### config.mk
export PLATFORM = sky130hd
export DESIGN_NAME = pwm_dbuf_gen
export DESIGN_NICKNAME = d
export VERILOG_FILES = /design/src/rtl/pwm_dbuf_pkg.sv /design/src/rtl/pwm_dbuf_regs.sv /design/src/rtl/pwm_dbuf_timebase.sv /design/src/rtl/pwm_dbuf_compare.sv /design/src/rtl/pwm_dbuf_gen.sv
export SDC_FILE = /design/constraint.sdc
export NUM_CORES = 1
export LEC_CHECK = 0
export BUFFER_PORTS_ARGS = -buffer_cell sky130_fd_sc_hd__buf_2
export CORE_UTILIZATION = 25
export DETAILED_ROUTE_END_ITERATION = 8
export HOLD_SLACK_MARGIN = 0.08
export PLACE_DENSITY = 0.5
export SYNTH_ARGS = -nofsm -noshare
export SYNTH_HDL_FRONTEND = slang
export SYNTH_SLANG_ARGS = --single-unit
export TNS_END_PERCENT = 5
### constraint.sdc
create_clock -name clk -period 2.3 [get_ports clk]
set_input_delay 0.115 -clock clk [delete_from_list [all_inputs] [get_ports clk]]
set_output_delay 0.115 -clock clk [all_outputs]
set_load 0.01 [all_outputs]
### src/rtl/pwm_dbuf_pkg.sv
package pwm_dbuf_pkg;
   typedef enum logic [1:0] {
      SEL_PERIOD = 2'd0,
      SEL_DUTY_HI = 2'd1,
      SEL_CTRL = 2'd2,
      SEL_NONE = 2'd3
   } reg_sel_t;
endpackage

### src/rtl/pwm_dbuf_regs.sv
module pwm_dbuf_regs
   import pwm_dbuf_pkg::*;
#(
   parameter int TMR_W = 8,
   parameter int SUB_W = 2,
   localparam int DUTY_W = TMR_W + SUB_W,
   localparam int RUN_BIT = SUB_W
) (
   input  logic              clk,
   input  logic              rst_n,
   input  logic              wr_en,
   input  logic [1:0]        wr_sel,
   input  logic [TMR_W-1:0]  wr_data,
   output logic [TMR_W-1:0]  period,
   output logic [DUTY_W-1:0] master_duty,
   output logic              run
);
   logic [TMR_W-1:0] duty_hi;
   logic [SUB_W-1:0] duty_lo;

   generate
      if (RUN_BIT >= TMR_W) begin : g_bad_ctrl
         $error("control byte too narrow for low duty bits and run bit");
      end
   endgenerate

   always_ff @(posedge clk) begin
      if (!rst_n) begin
         period  <= '0;
         duty_hi <= '0;
         duty_lo <= '0;
         run     <= 1'b0;
      end else if (wr_en) begin
         case (reg_sel_t'(wr_sel))
            SEL_PERIOD:  period <= wr_data;
            SEL_DUTY_HI: duty_hi <= wr_data;
            SEL_CTRL: begin
               duty_lo <= wr_data[SUB_W-1:0];
               run     <= wr_data[RUN_BIT];
            end
            default: ;
         endcase
      end
   end

   assign master_duty = {duty_hi, duty_lo};

   // duty-high write lands in the upper master bits
   a_r4_duty_hi_write: assert property (@(posedge clk) disable iff (!rst_n)
      (wr_en && wr_sel == 2'd1) |=> master_duty[DUTY_W-1:SUB_W] == $past(wr_data));
endmodule

### src/rtl/pwm_dbuf_timebase.sv
module pwm_dbuf_timebase #(
   parameter int TMR_W = 8,
   parameter int SUB_W = 2,
   localparam int DUTY_W = TMR_W + SUB_W
) (
   input  logic              clk,
   input  logic              rst_n,
   input  logic              run,
   input  logic              tick,
   input  logic [TMR_W-1:0]  period,
   output logic [DUTY_W-1:0] tb,
   output logic [DUTY_W-1:0] tb_next,
   output logic              step,
   output logic              period_end
);
   logic [TMR_W-1:0] timer;
   logic [SUB_W-1:0] sub;
   logic             at_end;

   generate
      if (SUB_W < 1 || TMR_W < 2) begin : g_bad_width
         $error("timebase needs at least one sub bit and two timer bits");
      end
   endgenerate

   assign tb         = {timer, sub};
   assign tb_next    = tb + 1'b1;
   assign at_end     = (timer == period) && (sub == {SUB_W{1'b1}});
   assign period_end = run && tick && at_end;
   assign step       = run && tick && !at_end;

   always_ff @(posedge clk) begin
      if (!rst_n || !run || period_end) begin
         timer <= '0;
         sub   <= '0;
      end else if (step) begin
         {timer, sub} <= tb_next;
      end
   end

   // no tick, no movement
   a_r1_hold_without_tick: assert property (@(posedge clk) disable iff (!rst_n)
      (run && !tick) |=> $stable(tb));
   // boundary returns the time base to zero
   a_r2_wrap_to_zero: assert property (@(posedge clk) disable iff (!rst_n)
      period_end |=> tb == '0);
   // stopped time base sits at zero
   a_r7_off_clears: assert property (@(posedge clk) disable iff (!rst_n)
      !run |=> tb == '0);
endmodule

### src/rtl/pwm_dbuf_compare.sv
module pwm_dbuf_compare #(
   parameter int DUTY_W = 10
) (
   input  logic              clk,
   input  logic              rst_n,
   input  logic              run,
   input  logic              step,
   input  logic              period_end,
   input  logic [DUTY_W-1:0] tb_next,
   input  logic [DUTY_W-1:0] master_duty,
   output logic              pwm_out
);
   logic [DUTY_W-1:0] slave_duty;

   always_ff @(posedge clk) begin
      if (!rst_n) begin
         slave_duty <= '0;
         pwm_out    <= 1'b0;
      end else if (!run) begin
         pwm_out <= 1'b0;
      end else if (period_end) begin
         slave_duty <= master_duty;
         pwm_out    <= (master_duty != '0);
      end else if (step && tb_next == slave_duty) begin
         pwm_out <= 1'b0;
      end
   end

   // slave copy changes only at a boundary
   a_r5_slave_at_boundary: assert property (@(posedge clk) disable iff (!rst_n)
      !period_end |=> $stable(slave_duty));
   // output can only rise right after a boundary
   a_r3_rise_at_boundary: assert property (@(posedge clk) disable iff (!rst_n)
      $rose(pwm_out) |-> $past(period_end));
   // zero duty gives no pulse
   a_r6_zero_duty_low: assert property (@(posedge clk) disable iff (!rst_n)
      (period_end && master_duty == '0) |=> !pwm_out);
   // stopped means low
   a_r7_off_low: assert property (@(posedge clk) disable iff (!rst_n)
      !run |=> !pwm_out);
endmodule

### src/rtl/pwm_dbuf_gen.sv
module pwm_dbuf_gen #(
   parameter int TMR_W = 8,
   parameter int SUB_W = 2,
   localparam int DUTY_W = TMR_W + SUB_W
) (
   input  logic             clk,
   input  logic             rst_n,
   input  logic             tick_en,
   input  logic             wr_en,
   input  logic [1:0]       wr_sel,
   input  logic [TMR_W-1:0] wr_data,
   output logic             pwm_out
);
   logic [TMR_W-1:0]  period;
   logic [DUTY_W-1:0] master_duty;
   logic [DUTY_W-1:0] tb;
   logic [DUTY_W-1:0] tb_next;
   logic              run;
   logic              step;
   logic              period_end;

   pwm_dbuf_regs #(.TMR_W(TMR_W), .SUB_W(SUB_W)) u_regs (
      .clk(clk), .rst_n(rst_n), .wr_en(wr_en), .wr_sel(wr_sel), .wr_data(wr_data),
      .period(period), .master_duty(master_duty), .run(run)
   );

   pwm_dbuf_timebase #(.TMR_W(TMR_W), .SUB_W(SUB_W)) u_tb (
      .clk(clk), .rst_n(rst_n), .run(run), .tick(tick_en), .period(period),
      .tb(tb), .tb_next(tb_next), .step(step), .period_end(period_end)
   );

   pwm_dbuf_compare #(.DUTY_W(DUTY_W)) u_cmp (
      .clk(clk), .rst_n(rst_n), .run(run), .step(step), .period_end(period_end),
      .tb_next(tb_next), .master_duty(master_duty), .pwm_out(pwm_out)
   );

   // first cycle after a stop-to-run change starts at zero, output low
   a_r8_start_low: assert property (@(posedge clk) disable iff (!rst_n)
      $rose(run) |-> (tb == '0 && !pwm_out));
endmodule

==> impl_metrics.yaml <==
route:
  drt_iter0_markers: 97
  drc: 0
  vias: 1577
  drt-wirelength-per-cell_um: 13.99
  ant_nets: 0
  dr.pass1.iters: 6
  post_drt_via_cell_ratio: 4.680
  wirelength_um: 4715
final_layout:
  fin_area_sq_um: 2411
  num-nets-final: 250
  synthToLayoutAreaGrowth_pct: 16.58
  n_antenna_cell: 0
  final_cells: 337
  drive_above_1_share_pct: 14.47
critical_path:
  arrival_ns: 2.24
  crit_path_end_kind: "register"
  critical_path.max_fanout: 10
  crit_path_start_kind: "register"
  critPathKind: "register to register"
  critPathRequiredTime_ns: 2.49
power_and_ir_drop:
  swShare_pct: 21.06
  peakVddDrop_uv: 297.5
  p_comb_share_pct: 6.0
  pwr-share-seq_pct: 47.8
  p_total_mw: 1.491
  p_leak_nw: 0.8547
  internal_power_mw: 1.177
  powerDensity_nw_per_um2: 618.4
  pwr-share-clk_pct: 46.1
  p_switching_mw: 0.3140
synthesis:
  syn-num-nets: 234
  synth_cell_types: 38
  async_flop_share_pct: 0
  yosysTopAreaCell: "dfxtp_1"
  netlist_area_sq_um: 2068
  yosys.area.top_type_share_pct: 38.72
  synth_edf_count: 0
  synth_cells: 219
  ys_seq_area_share_pct: 38.72
  postSynthAreaPerCell_sq_um: 9.444
  yosysMostFrequentCell: "dfxtp_1"
  ys_seq_elements: 40
  synth-main-ff-cell: "dfxtp_1"
  yosys-top-cells-area: "dfxtp_1, mux2i_1, nor2b_1, xnor2_1, xor2_1"
  yosysWarnings: 0
  synthTopCellsByCount: "dfxtp_1, mux2i_1, nor2b_1, xnor2_1, a21oi_1"
run_status:
  status: "finished clean"
die:
  fp.dieH_um: 92.96
  dieArea_sq_um: 8641
  fp.coreArea_sq_um: 7848
  io_pins: 15
  rows: 32
  initial_core_util_pct: 26.36
  fp.dieW_um: 92.96
placement:
  dp_cells: 329
  dp_hpwl_um: 3514
  place.gp.congestion: 0.8418
  dpl_worst_slack_ns: 0.2698
  io_buffers: 14
  placed_cell_area_sq_um: 2272
global_routing:
  track_usage_pct: 11.76
  grt_pass1_vias: 1477
  antenna_found_initial: 0
  grt_pass1_wl_um: 7755
  grt_max_degree: 31
  grt_overflow: 0
sta:
  finalMaxSlewViolations: 0
  fin_skew_ns: 0.005759
  rsz0062_at_grt: "false"
  finalSetupTns_ns: 0
  slew_headroom_pct: 60.42
  min_period_ns: 2.055
  setup_violations: 0
  fmax_mhz: 486.6
  hold_viol: 0
  tightest_slew_ns: 0.5919
  finalCritPeriodShare_pct: 89.36
  worst_slack_ns: 0.2448
clocking:
  cts.sinks: 40
  numCtsBuffers: 5
  htree_levels: 2
  clock_latency_ns: 0.29
  tritoncts: "built"
  clk_pin_slew_worst_paths_ns: 0.08
  cts-root-buf: "clkbuf_8"
  cts_resized: 0
  clk_path_buf_depth: 2
run:
  max-cap-violations: 0
hold_path:
  hp-class: "primary input to register"
## repair_timing
item | CTS | global route
hold buffers | 0 | 1
buffers inserted | 0 | 0
endpoints found under the hold margin | 0 | 1
## per-stage QoR
stage,util (%),hold WS (ns)
CTS,30.60,0.08533
floorplan,-,0.2812
detailed placement,28.95,0.3999
global route,30.72,0.08720
global placement,28.95,0.3844
finish,30.72,0.09140
## final cells by class
class / instances / area (sq um)
fillers: 873 / 5436
multi-input cells: 162 / 1206
flip-flops and latches: 40 / 800.8
repair buffers: 22 / 132.6
well taps: 102 / 127.6
clock buffers: 5 / 68.82
clock inverters: 2 / 60.06
inverters: 4 / 15.01
## layout by cell type, fill, tap and decap left out, drive strengths merged
cell type    synthesis  layout
dfxtp               40      40
mux2i               30      30
nor2b               30      30
buf                  6      21
xnor2               18      18
a21oi                9       9
nand2                8       8
o21ai                7       7
nor2                 7       7
xor2                 6       6
or3                  5       5
nand3                5       5
or4                  5       5
clkbuf               7       5
inv                  4       4
o31ai                4       4
nand4                3       3
nand3b               3       3
nor3b                3       3
nand4b               2       2
bufinv               0       2
and4                 2       2
and3                 2       2
nor4                 2       2
and2                 1       1
a31o                 1       1
a41o                 1       1
o211ai               1       1
a32oi                1       1
nor3                 1       1
a41oi                1       1
a311oi               1       1
o31a                 1       1
mux2                 1       1
ha                   1       1
dlygate4sd3          0       1
## metal layers
metal  up-vias  share of wire [%]  global-route usage [%]
met5         -                  0                       0
met4         0               0.64                   2.308
met3         4                3.3                   3.695
met2        21                 41                   16.73
met1       744                 55                   17.20
li1        808                  -                       -
## cell families after synthesis
family / Yosys count / synth area share [%]
fa+ha+maj: 1 / 0.6049
flops: 40 / 38.72
simple gates: 79 / 23.23
mux: 31 / 15.06
compound gates: 27 / 8.712
xor+xnor: 24 / 10.16
buf+inv: 17 / 3.509
## path summary, 6_finish.rpt
path	end	depth (start not counted)	startpoint	slack, ns
setup reg to reg	u_cmp.pwm_out	5	u_tb.timer[1]	0.24
hold reg to reg	u_regs.period[7]	2	u_regs.period[7]	0.54
hold / removal	u_regs.duty_hi[6]	3	wr_data[6]	0.09
setup / recovery	u_cmp.pwm_out	5	u_tb.timer[1]	0.24
## registers in the layout, summed over array words and instances (netlist names)
name and cells:
u_tb.timer 8, u_regs.duty_lo 2, u_cmp.slave_duty 10, u_cmp.pwm_out 1
u_tb.sub 2, u_regs.duty_hi 8, u_regs.run 1, u_regs.period 8
## power by group through the flow
stage / clock (mW) / combinational (mW) / sequential, mW
6_report: 0.688 / 0.0899 / 0.713
5_1_grt: 0.749 / 0.0986 / 0.715
4_1_cts: 0.708 / 0.0897 / 0.713
3_3_place_gp: 0 / 0.0886 / 0.729
2_1_floorplan: 0 / 0.0598 / 0.725
3_5_place_dp: 0 / 0.0894 / 0.729
## critical path, stage by stage (launching register included)
cell and delay, ns:
dfxtp_1 0.55, xnor2_1 0.15, and4_4 0.22, a31o_4 0.22, or4_1 0.52, o31a_1 0.29
No activity file was read; power rests on OpenSTA's default activity.
